**config.mk**
```make
export PLATFORM = sky130hd
export DESIGN_NAME = cap_timebase
export DESIGN_NICKNAME = d
export VERILOG_FILES = /design/src/rtl/cap_timebase_pkg.sv /design/src/rtl/cap_tick_mux.sv /design/src/rtl/cap_src_pick.sv /design/src/rtl/cap_run_flag.sv /design/src/rtl/cap_count_core.sv /design/src/rtl/cap_timebase.sv
export SDC_FILE = /design/constraint.sdc
export NUM_CORES = 1
export LEC_CHECK = 0
export ABC_AREA = 1
export BUFFER_PORTS_ARGS = -buffer_cell sky130_fd_sc_hd__buf_2
export CELL_PAD_IN_SITES_DETAIL_PLACEMENT = 1
export CELL_PAD_IN_SITES_GLOBAL_PLACEMENT = 2
export CORE_MARGIN = 5
export CORE_UTILIZATION = 23
export CTS_BUF_LIST = sky130_fd_sc_hd__clkbuf_16
export DETAILED_ROUTE_END_ITERATION = 10
export HOLD_SLACK_MARGIN = 0.02
export PLACE_DENSITY = 0.85
export SLEW_MARGIN = 20
export SYNTH_ARGS = -nofsm -noshare
export SYNTH_HDL_FRONTEND = slang
export SYNTH_SLANG_ARGS = --single-unit
```
**constraint.sdc**
```tcl
create_clock -name clk -period 2.6 [get_ports clk]
set_clock_uncertainty 0.15 [all_clocks]
set_input_delay 0.26 -clock clk [delete_from_list [all_inputs] [get_ports clk]]
set_output_delay 0.26 -clock clk [all_outputs]
set_load 0.005 [all_outputs]
```
**src/rtl/cap_timebase_pkg.sv**
```systemverilog
package cap_timebase_pkg;
  typedef enum logic [1:0] {
    TB_FREE = 2'd0,
    TB_SYNC = 2'd1,
    TB_TRIG = 2'd2
  } tb_mode_e;
endpackage

```
**src/rtl/cap_tick_mux.sv**
```systemverilog
module cap_tick_mux #(
  parameter int N_TICK = 5,
  parameter int CSEL_W = 3
) (
  input  logic [N_TICK-1:0] tick_src,
  input  logic [CSEL_W-1:0] clk_sel,
  output logic              tick
);
  localparam int N_CODE = 1 << CSEL_W;

  logic [N_CODE-1:0] code_tick;

  // Low codes map to strobes, the top code to the system clock, the rest stay idle.
  genvar g;
  generate
    for (g = 0; g < N_CODE; g++) begin : g_code
      if (g < N_TICK) begin : g_src
        assign code_tick[g] = tick_src[g];
      end else if (g == N_CODE - 1) begin : g_sys
        assign code_tick[g] = 1'b1;
      end else begin : g_rsv
        assign code_tick[g] = 1'b0;
      end
    end
  endgenerate

  assign tick = code_tick[clk_sel];
endmodule

```
**src/rtl/cap_src_pick.sv**
```systemverilog
module cap_src_pick #(
  parameter int          SRC_W     = 5,
  parameter logic [31:0] RSVD_MASK = 32'h8001_0000
) (
  input  logic                  clk,
  input  logic                  rst,
  input  logic [SRC_W-1:0]      src_sel,
  input  logic [(1<<SRC_W)-1:0] src_vec,
  output logic                  src_lvl,
  output logic                  src_rise
);
  localparam int N_SRC = 1 << SRC_W;

  logic [N_SRC-1:0] masked;
  logic             lvl_q;

  genvar g;
  generate
    for (g = 0; g < N_SRC; g++) begin : g_mask
      if (g == 0) begin : g_none
        assign masked[g] = 1'b0;
      end else if (g < 32 && RSVD_MASK[g % 32]) begin : g_rsv
        assign masked[g] = 1'b0;
      end else begin : g_live
        assign masked[g] = src_vec[g];
      end
    end
  endgenerate

  assign src_lvl = masked[src_sel];

  always_ff @(posedge clk) begin
    if (rst) lvl_q <= 1'b0;
    else     lvl_q <= src_lvl;
  end

  assign src_rise = src_lvl & ~lvl_q;
endmodule

```
**src/rtl/cap_run_flag.sv**
```systemverilog
module cap_run_flag (
  input  logic clk,
  input  logic rst,
  input  logic trig_mode,
  input  logic src_rise,
  input  logic sw_set,
  input  logic sw_clr,
  output logic run_stat
);
  always_ff @(posedge clk) begin
    if (rst)                                run_stat <= 1'b0;
    else if (sw_clr)                        run_stat <= 1'b0;
    else if (sw_set || (trig_mode && src_rise)) run_stat <= 1'b1;
  end
endmodule

```
**src/rtl/cap_count_core.sv**
```systemverilog
module cap_count_core
  import cap_timebase_pkg::*;
#(
  parameter int WIDTH = 16
) (
  input  logic             clk,
  input  logic             rst,
  input  tb_mode_e         mode,
  input  logic             tick,
  input  logic             src_lvl,
  input  logic             run_stat,
  input  logic             sw_clr,
  input  logic             casc_en,
  input  logic             casc_in,
  output logic [WIDTH-1:0] count,
  output logic             casc_out
);
  localparam logic [WIDTH-1:0] ALL_ONES = {WIDTH{1'b1}};

  logic [WIDTH-1:0] cnt_nxt;
  logic             step;

  assign step = tick && (!casc_en || casc_in);

  always_comb begin
    cnt_nxt = count;
    unique case (mode)
      TB_TRIG: begin
        if (!run_stat || sw_clr) cnt_nxt = '0;
        else if (step)           cnt_nxt = count + 1'b1;
      end
      TB_SYNC: begin
        if (tick && src_lvl) cnt_nxt = '0;
        else if (step)       cnt_nxt = count + 1'b1;
      end
      default: begin
        if (step) cnt_nxt = count + 1'b1;
      end
    endcase
  end

  always_ff @(posedge clk) begin
    if (rst) begin
      count    <= '0;
      casc_out <= 1'b0;
    end else begin
      count    <= cnt_nxt;
      casc_out <= (cnt_nxt == ALL_ONES);
    end
  end
endmodule

```
**src/rtl/cap_timebase.sv**
```systemverilog
module cap_timebase
  import cap_timebase_pkg::*;
#(
  parameter int          WIDTH     = 16,
  parameter int          N_TICK    = 5,
  parameter int          CSEL_W    = 3,
  parameter int          SRC_W     = 5,
  parameter logic [31:0] RSVD_MASK = 32'h8001_0000
) (
  input  logic                  clk,
  input  logic                  rst,
  input  logic [N_TICK-1:0]     tick_src,
  input  logic [CSEL_W-1:0]     clk_sel,
  input  logic [SRC_W-1:0]      src_sel,
  input  logic [(1<<SRC_W)-1:0] src_vec,
  input  logic                  trig_mode,
  input  logic                  casc_en,
  input  logic                  casc_in,
  input  logic                  sw_set,
  input  logic                  sw_clr,
  output logic [WIDTH-1:0]      count,
  output logic                  casc_out,
  output logic                  run_stat
);
  logic     tick;
  logic     src_lvl;
  logic     src_rise;
  tb_mode_e mode;

  always_comb begin
    if (trig_mode)        mode = TB_TRIG;
    else if (src_sel != 0) mode = TB_SYNC;
    else                  mode = TB_FREE;
  end

  cap_tick_mux #(.N_TICK(N_TICK), .CSEL_W(CSEL_W)) u_tick (
    .tick_src(tick_src), .clk_sel(clk_sel), .tick(tick)
  );

  cap_src_pick #(.SRC_W(SRC_W), .RSVD_MASK(RSVD_MASK)) u_src (
    .clk(clk), .rst(rst), .src_sel(src_sel), .src_vec(src_vec),
    .src_lvl(src_lvl), .src_rise(src_rise)
  );

  cap_run_flag u_flag (
    .clk(clk), .rst(rst), .trig_mode(trig_mode), .src_rise(src_rise),
    .sw_set(sw_set), .sw_clr(sw_clr), .run_stat(run_stat)
  );

  cap_count_core #(.WIDTH(WIDTH)) u_core (
    .clk(clk), .rst(rst), .mode(mode), .tick(tick), .src_lvl(src_lvl),
    .run_stat(run_stat), .sw_clr(sw_clr), .casc_en(casc_en),
    .casc_in(casc_in), .count(count), .casc_out(casc_out)
  );
endmodule

```
# Yosys cells after proc, flatten, opt, wreduce, memory -nomap -nowiden
# Index checks and enable logic that the tools add are counted.
# word_totals
reg_bits	19
out_inout_bits	18
# op_classes
addsub	1
n_reduce_logical	10
eq_ne	3
n_bitwise	2
magnitude_cmp	2
mux	10
# op_table
cell	n
two-way mux 16 bit	3
case mux 16 bit (2 select lines)	1
adder 16 x 1 -> 16 bit (second input constant)	1
equality test 16 bit (second input constant)	1
less-than comparator 5 x 6 -> 1 bit (second input constant)	1
binary-select mux 1 bit (select 5 bit)	1
nonzero test 5 bit	1
less-than comparator 3 x 4 -> 1 bit (second input constant)	1
binary-select mux 1 bit (select 3 bit)	1
logical AND 1 bit	3
logical OR 1 bit	3
two-way mux 1 bit	3
equality test 2 x 1 -> 1 bit (second input constant)	1
equality test 2 bit (second input constant)	1
zero test 1 bit	2
two-way mux 2 bit	1
OR reduction 2 bit	1
bitwise AND 1 bit	1
NOT 1 bit	1

# Depth between registers and ports, before layout
# Gate-level depths: netlist of the first run.
# depth
depth_word	7
ltp_mapped	14
depth_no_buf	13

# Modules after synthesis
# A second synthesis of the first run with hierarchy kept.
# unflattened
cells_unflattened	296
area_unflattened_um2	1680.4
# by_module_without_submodules
module	area_per_inst_um2	seq_area_each_um2	cells_each	n_inst
cap_count_core	1093.5	340.3	175	1
cap_src_pick	452.9	20.0	92	1
cap_tick_mux	62.6	0.0	15	1
cap_run_flag	43.8	20.0	7	1
cap_timebase	27.5	0.0	7	1

# Least setup slack after synthesis of the first run
# OpenSTA, ideal clock, no wires.
# synth_path
kind	reg-to-reg
from	register u_core.count[0]
to	register u_core.casc_out
setup_slack_ns	0.738
synth_period_minus_slack_ns	1.862
t_arrival_ns	1.648
stages_incl_launch_ff	13
setup_time_ns	0.064
n_path_buf	0
cell_sequence	dfxtp_1 > ha_1 > inv_1 > nor2_2 > inv_1 > nor2_1 > nand4_1 > xor2_1 > nand2_1 > o21ai_0 > nor2_1 > nand3_1 > nor2_1
# synth_between
elab_chain_cells	5
elab_cells_between_ends	6
# synth_rtl
item	line	text
from (decl)	cap_count_core.sv:15	output logic [WIDTH-1:0] count,
from (signal assigned)	cap_count_core.sv:47	count <= cnt_nxt;
adder 16 x 1 -> 16 bit	cap_count_core.sv:30, cap_count_core.sv:34, cap_count_core.sv:37	
two-way mux 16 bit (*)	cap_count_core.sv:30, cap_count_core.sv:34, cap_count_core.sv:37	
two-way mux 16 bit (on tied branches)	cap_count_core.sv:33, cap_count_core.sv:29	
case mux 16 bit (2 select lines) (*)	cap_count_core.sv:27	unique case (mode)
equality test 16 bit (*)	cap_count_core.sv:48	casc_out <= (cnt_nxt == ALL_ONES);
to (signal assigned)	cap_count_core.sv:48	
to (decl)	cap_count_core.sv:16	output logic casc_out
# Every way passes the cells marked *; elsewhere a longest branch is shown, timed or not.
# A chain may end at the register's enable or synchronous reset.

# Final worst setup path of the first run
# layout_path
from	register u_core.count[1]
to	register u_core.casc_out
# The elaborated chain is that of the path after synthesis.

==> results of run 1 <==
final cells by class:
| cell class | instances | area share (%) |
|---|---|---|
| multi-input cells | 222 | 49.0 |
| flip-flops and latches | 19 | 17.1 |
| repair buffers | 71 | 16.5 |
| inverters | 49 | 8.27 |
| well taps | 99 | 5.57 |
| clock buffers | 3 | 3.38 |
| clock inverters | 1 | 0.169 |
per-stage QoR:
stage / util [%] / setup WS [ns]
4_1_cts: 30.7 / 0.331
3_3_place_gp: 29.6 / 0.367
2_1_floorplan: - / 0.738
3_5_place_dp: 29.6 / 0.317
6_report: 30.7 / 0.352
5_1_grt: 30.7 / 0.117
path summary, 6_finish.rpt:
check	from	end	slack, ns	cells past startpoint
worst max-delay path	u_core.count[1]	u_core.casc_out	0.35	12
worst min-delay path	sw_clr	u_flag.run_stat	0.05	2
worst max register to register	u_core.count[1]	u_core.casc_out	0.35	12
worst min register to register	u_src.lvl_q	u_flag.run_stat	0.35	3
cells by family (layout without fill, tap and decap cells):
group | Yosys count | in the layout | synth area share, %
buffers and inverters | 56 | 124 | 14.2
DFF | 19 | 19 | 22.2
and+or+nand+nor | 194 | 194 | 52.6
xor gates and xnor gates | 9 | 9 | 4.60
adders and majority gates | 1 | 1 | 0.730
AOI/OAI and AO/OA | 18 | 18 | 5.62
state kept, by name, summed over array words and instances (netlist names):
| signal | count |
|---|---|
| u_core.casc_out | 1 |
| u_flag.run_stat | 1 |
| u_core.count | 16 |
| u_src.lvl_q | 1 |
power by group through the flow:
stage	Clock, mW	Combinational [mW]	Sequential, mW
after CTS	0.327	0.265	0.326
final	0.312	0.259	0.325
after global placement	0	0.258	0.331
after floorplan	0	0.170	0.329
after global routing	0.332	0.299	0.328
after detailed placement	0	0.264	0.332
cells in the final DEF, fill, tap and decap left out:
cell | netlist | layout
clkbuf_16 | 0 | 3
xor2_1 | 7 | 7
buf_2 | 0 | 66
or2_1 | 1 | 1
a211oi_1 | 1 | 1
inv_1 | 47 | 48
inv_2 | 2 | 2
nand3_2 | 5 | 5
ha_1 | 1 | 1
buf_4 | 3 | 5
o21ai_1 | 2 | 2
o21ai_0 | 8 | 8
nor2_4 | 1 | 1
o21bai_1 | 1 | 1
and2_1 | 1 | 1
a31oi_1 | 1 | 1
or2_2 | 1 | 1
nor3_4 | 1 | 1
nand3b_1 | 1 | 1
dfxtp_1 | 19 | 19
nand3_1 | 33 | 33
nor2_1 | 36 | 36
nand2_4 | 1 | 1
nor2_2 | 10 | 10
a21oi_1 | 5 | 5
nand2_1 | 87 | 87
and2_2 | 1 | 1
and2_0 | 1 | 1
nor4_1 | 1 | 1
nor3_1 | 4 | 4
xnor2_1 | 2 | 2
nand4_1 | 9 | 9
per-layer routing:
layer	vias up	GRT usage, %	part of all wire [%]
met1	912	14.6	44
met3	2	2.58	3.1
met5	-	0	0
met2	29	22.9	53
met4	0	1.40	0.31
li1	1063	-	-
==> key figures, run 1 <==
Setup path
  • Startpoint types: flop
  • Slowest cell delay on critical path: 0.38 ns
  • WS Path Type: reg -> reg
  • Critical Path AT: 2.28 ns
  • Slowest cell on crit path: dfxtp_1
  • WP buf/inv: 2
  • Worst-path maximum fanout: 5
  • CP cell instances: ha_1 -> inv_1 -> nor2_2 -> inv_1 -> nor2_1 -> xor2_1 -> o21ai_1 -> nor2_1 -> nand2_1 -> nor2_1 -> nand3_1 -> nor2_1
  • Req. time, crit path: 2.63 ns
  • Most used cell, CP: nor2_1
  • Top Family by Delay on Critical Path: simple AND/OR/NAND/NOR gates
  • Crit. End Element: flop

Synth
  • Post-synth top cells: nand2_1, inv_1, nor2_1, nand3_1, dfxtp_1
  • Mapped Cells: 297
  • Mean Syn Cell Area: 5.77 sq um
  • Seq/Total Area, Yosys: 22.2%
  • YS warnings: 0
  • Post-synthesis cell type count: 32
  • #FFs+latches synth: 19
  • Post-synth top area share: 22.2%
  • Largest area contributor in the netlist: dfxtp_1
  • Top_reg_cell synth: dfxtp_1
  • Dominant cell by count in the synthesized netlist: nand2_1
  • Async set or reset register ratio after synthesis: 0%
  • Post-synth EDFFs: 0
  • Syn nets: 350
  • Mapped Area: 1710 sq um
  • Synth top area cells: dfxtp_1, nand2_1, inv_1

Global routing
  • First-pass GRT wire length: 9040 um
  • Largest net degree at the start of global routing: 15
  • Gr ovfl total: 0
  • Vias in the first global route: 2056
  • Initial antenna violation count: 0
  • GRT Total Usage: 12.2%

CTS
  • Clock Tree Buf Depth: 2
  • Worst-path clk slew: 0.06 ns
  • Root Driver: clkbuf_16
  • CTS Buf Count: 3
  • Latest clock arrival within the worst-skew pair: 0.25 ns
  • Cts repair resizes: 0
  • Total clock sinks: 19
  • H-tree levels: 1
  • Post CTS Setup Buffer Count: 0
  • TritonCTS clock tree: done
  • CTS Hold Bufs: 0

Power and ir drop
  • Comb pwr share: 28.9%
  • Power Total: 0.897 mW
  • Sw Pwr: 0.280 mW
  • Sequential fraction of design power: 36.3%
  • Power per cell area: 403 nW/um^2
  • Sw frac: 31.2%
  • Internal Power: 0.617 mW
  • IR drop worst, VDD: 215 uV
  • Leakage: 1.16 nW
  • Part of the power in the clock network: 34.8%

Floorplan
  • # rows: 31
  • Die X: 96.3 um
  • Placeable core area: 7250 sq um
  • Die Height: 96.3 um
  • Starting Density: 23.6%
  • Die outline area: 9270 sq um
  • I/O pins: 70

Flow run
  • MaxCap Viol Count: 0

Placed design
  • Final HPWL DP: 4670 um
  • I/O Buffers: 66
  • Final Wtd Congestion: 0.757
  • Post-placement cell count: 460
  • Placed cell area: 2140 sq um

Routing
  • Routed Antenna Nets: 0
  • Via count: 2006
  • DRC Markers: 0
  • DR vias/cell: 4.32
  • DRT Pass-1 Iters: 4
  • Initial drt markers: 42
  • Avg WL per Cell: 11.7 um
  • Total Wirelength: 5440 um

STA
  • Slew Limit Fails: 0
  • Post-layout min period: 2.25 ns
  • Unrepaired setup endpoints after global routing: no
  • Fmax achieved: 445 MHz
  • Final setup vio count: 0
  • Relative slew slack: 75.9%
  • Hold Slack: 0.0511 ns
  • Setup TNS: 0 ns
  • Worst slew pin tran: 0.358 ns
  • Hold Fails Final Rpt: 0
  • Period utilisation layout: 86.5%

Finish
  • Layout cell share with drive strength beyond 1: 26.3%
  • Finished Cell Area: 2220 sq um
  • Area Overhead vs Synth: 29.8%
  • Fin cells: 464
  • Fill count: 986
  • Area of the multi-input gates: 1090 sq um
  • Layout net count: 419
  • # diodes: 0
  • Register area: 380 sq um

Run status
  • Status: finished clean

Worst hold path
  • HP Class: in -> reg
(Power assumes the default switching activity.)
==> inputs of run 2 (changes only) <==
--- a/config.mk
+++ b/config.mk
@@ -14,8 +14,9 @@
 export CTS_BUF_LIST = sky130_fd_sc_hd__clkbuf_16
 export DETAILED_ROUTE_END_ITERATION = 10
 export HOLD_SLACK_MARGIN = 0.02
-export PLACE_DENSITY = 0.85
+export PLACE_DENSITY = 0.86
 export SLEW_MARGIN = 20
 export SYNTH_ARGS = -nofsm -noshare
 export SYNTH_HDL_FRONTEND = slang
+export SYNTH_HIERARCHICAL = 1
 export SYNTH_SLANG_ARGS = --single-unit
==> run 2 against run 1 <==
Against the previous run:
- non-clock buffer count shrank 3
- largest cell class unchanged
- via count down 1.5%
- sequential power shrank 7.1%
- first-iteration DRC count is 7.1% higher
- die area shrank 1.7%
- worst setup slack improved by 0.12 ns
==> key figures, run 2 <==
Floorplan
  • # rows: 31 (unchanged)
  • I/O pins: 70 (unchanged)
  • Die outline area: 9120 sq um (-1.7%)
  • Die X: 95.5 um (-0.86%)
  • Starting Density: 23.4% (-0.20 points)
  • Die Height: 95.5 um (-0.86%)
  • Placeable core area: 7180 sq um (-1.1%)

Synth
  • Syn nets: 351 (+0.29%)
  • YS warnings: 6 (+6)
  • Post-synth EDFFs: 0 (unchanged)
  • Seq/Total Area, Yosys: 22.6% (+0.43 points)
  • Post-synth top area share: 22.6% (+0.43 points)
  • Mapped Cells: 296 (-0.34%)
  • Dominant cell by count in the synthesized netlist: nand2_1
  • Synth top area cells: dfxtp_1, nand2_1, nand3_1
  • #FFs+latches synth: 19 (unchanged)
  • Largest area contributor in the netlist: dfxtp_1
  • Async set or reset register ratio after synthesis: 0% (unchanged)
  • Post-synthesis cell type count: 28 (-13%)
  • Top_reg_cell synth: dfxtp_1
  • Mean Syn Cell Area: 5.68 sq um (-1.6%)
  • Mapped Area: 1680 sq um (-1.9%)
  • Post-synth top cells: nand2_1, inv_1, nor2_1, nand3_1, dfxtp_1

Global routing
  • GRT Total Usage: 12.5% (+0.28 points)
  • Gr ovfl total: 0 (unchanged)
  • Initial antenna violation count: 0 (unchanged)
  • Vias in the first global route: 1995 (-3.0%)
  • Largest net degree at the start of global routing: 15 (unchanged)
  • First-pass GRT wire length: 9160 um (+1.3%)

Power and ir drop
  • Part of the power in the clock network: 40.2% (+5.4 points)
  • Leakage: 1.17 nW (+0.49%)
  • IR drop worst, VDD: 230 uV (+6.9%)
  • Sw Pwr: 0.220 mW (-21%)
  • Power per cell area: 363 nW/um^2 (-10%)
  • Sequential fraction of design power: 38.0% (+1.7 points)
  • Internal Power: 0.574 mW (-7.0%)
  • Power Total: 0.794 mW (-11%)
  • Sw frac: 27.7% (-3.5 points)
  • Comb pwr share: 21.8% (-7.1 points)

Setup path
  • Crit. End Element: flop
  • Startpoint types: input port
  • Critical Path AT: 2.17 ns (-0.11 ns)
  • Most used cell, CP: nand2_1
  • Worst-path maximum fanout: 11 (+6)
  • Worst Setup SP: src_sel[1]
  • Slowest cell delay on critical path: 0.22 ns (-0.16 ns)
  • Req. time, crit path: 2.64 ns (about the same)
  • RR Startpoint: u_core/count[0]
  • R2R depth: 9 (-3)
  • CP cell instances: buf_2 -> inv_1 -> nand3_1 -> nand2_1 -> nand2_1 -> nand3_1 -> nand3_2 -> nand2_2 -> inv_1 -> nand2_1 -> nand2_1 -> nand3b_4 -> inv_1 -> nor2_1 -> nand2_1 -> nor2_1 -> nand3_1 -> nor2_1
  • Slowest cell on crit path: inv_1
  • WS Path Type: in -> reg

STA
  • Relative slew slack: 74.5% (-1.4 points)
  • Worst slew pin tran: 0.382 ns (+0.0236 ns)
  • Unrepaired setup endpoints after global routing: no
  • Final setup vio count: 0 (unchanged)
  • Fmax achieved: 469 MHz (+5.5%)
  • Slew Limit Fails: 0 (unchanged)
  • Period utilisation layout: 82.0% (-4.5 points)
  • Hold Fails Final Rpt: 0 (unchanged)
  • Post-layout min period: 2.13 ns (-0.117 ns)
  • Setup TNS: 0 ns (unchanged)

Routing
  • DRT Pass-1 Iters: 4 (unchanged)
  • DR vias/cell: 4.27 (-1.1%)
  • Avg WL per Cell: 11.9 um (+1.1%)
  • Initial drt markers: 45 (+7.1%)
  • Total Wirelength: 5480 um (+0.64%)
  • Routed Antenna Nets: 0 (unchanged)
  • Via count: 1975 (-1.5%)
  • DRC Markers: 0 (unchanged)

Run status
  • Status: finished clean

Placed design
  • Placed cell area: 2110 sq um (-1.6%)
  • I/O Buffers: 66 (unchanged)
  • Final Wtd Congestion: 0.784 (+3.6%)
  • Final HPWL DP: 4590 um (-1.8%)
  • Post-placement cell count: 458 (-0.43%)

Finish
  • Commonest non-fill, non-tap cell in the layout: nand2_1
  • Layout cell share with drive strength beyond 1: 25.9% (-0.41 points)
  • Commonest non-fill, non-tap cells in the layout: nand2_1, buf_2, inv_1, nor2_1, nand3_1
  • # diodes: 0 (unchanged)
  • Fin cells: 462 (-0.43%)
  • Fill count: 1004 (+1.8%)
  • Area Overhead vs Synth: 30.3%
  • Final core area utilization: 30.5% (-0.14 points)
  • Max FFs per register: 16 (unchanged)
  • Finished Cell Area: 2190 sq um (-1.5%)
  • Register area: 380 sq um (unchanged)
  • Area of the multi-input gates: 1030 sq um (-4.9%)
  • Layout net count: 419 (unchanged)
  • Largest Register: u_core/count

CTS
  • Worst-path clk slew: 0.06 ns (about the same)
  • CTS Hold Bufs: 0 (unchanged)
  • Clock Tree Buf Depth: 2 (unchanged)
  • H-tree levels: 1 (unchanged)
  • Total clock sinks: 19 (unchanged)
  • CTS Buf Count: 3 (unchanged)
  • Cts repair resizes: 0 (unchanged)
  • TritonCTS clock tree: done
  • Post CTS Setup Buffer Count: 0 (unchanged)
  • Root Driver: clkbuf_16
  • Latest clock arrival within the worst-skew pair: 0.25 ns (about the same)

Worst hold path
  • Hold depth: 4 (+2)
  • Hold path start: sw_clr
  • HP Class: in -> reg

Flow run
  • MaxCap Viol Count: 0 (unchanged)
## run 2: cell count changes after synthesis, moves of 3 or more
cell	before	now
buf_4	3	0
inv_1	47	51
nand2_2	0	10
nand3_1	33	41
nand4_1	9	4
nor2_1	36	46
nor2_2	10	1
o21ai_0	8	1
xor2_1	7	1
## run 2: stage by stage
step	setup slack, ns	hold WS (ns)
floorplan	0.630	0.182
global placement	0.225	0.341
detailed placement	0.190	0.350
CTS	0.448	0.0923
global route	0.242	0.122
finish	0.468	0.0928
## run 2: area by class of cell
type                       count  share of cell area, %
clock buffer                   3                   3.43
timing repair buffer          68                   16.3
tap                           99                   5.66
inverter                      55                   9.77
sequential                    19                   17.4
multi-input combinational    217                   47.3
clock inverter                 1                  0.171
## run 2: path summary, 6_finish.rpt
| path | endpoint | slack, ns |
|---|---|---|
| min | u_flag/run_stat | 0.09 |
| max reg2reg | u_core/casc_out | 0.75 |
| max | u_core/casc_out | 0.47 |
| min reg2reg | u_flag/run_stat | 0.35 |
## run 2: power by group through the flow
stage	Clock (mW)	Combinational [mW]	Sequential [mW]
6_report	0.319	0.173	0.302
5_1_grt	0.342	0.198	0.303
4_1_cts	0.330	0.177	0.302
3_5_place_dp	0	0.177	0.308
3_3_place_gp	0	0.173	0.308
2_1_floorplan	0	0.106	0.308
## run 2: logic make-up after synthesis
| logic type | share of synthesized area (%) |
|---|---|
| AND/OR/NAND/NOR | 55.0 |
| flip-flops | 22.6 |
| buffers and inverters | 15.8 |
| AO/OA/AOI/OAI | 3.80 |
| adder cells (fa/ha/maj) | 2.23 |
| XOR/XNOR | 0.521 |
## run 2: routing by layer
layer / vias up / global-route usage [%] / routed length, um
li1: 1039 / - / -
met1: 894 / 16.4 / 2530
met2: 38 / 21.7 / 2690
met3: 4 / 2.05 / 211
met4: 0 / 2.49 / 48
met5: - / 0 / 0
## run 2: worst max-delay path: cells and delay by family
family	cells	cell delay (ns)
buffers and inverters	4	0.56
AND/OR/NAND/NOR	14	1.34
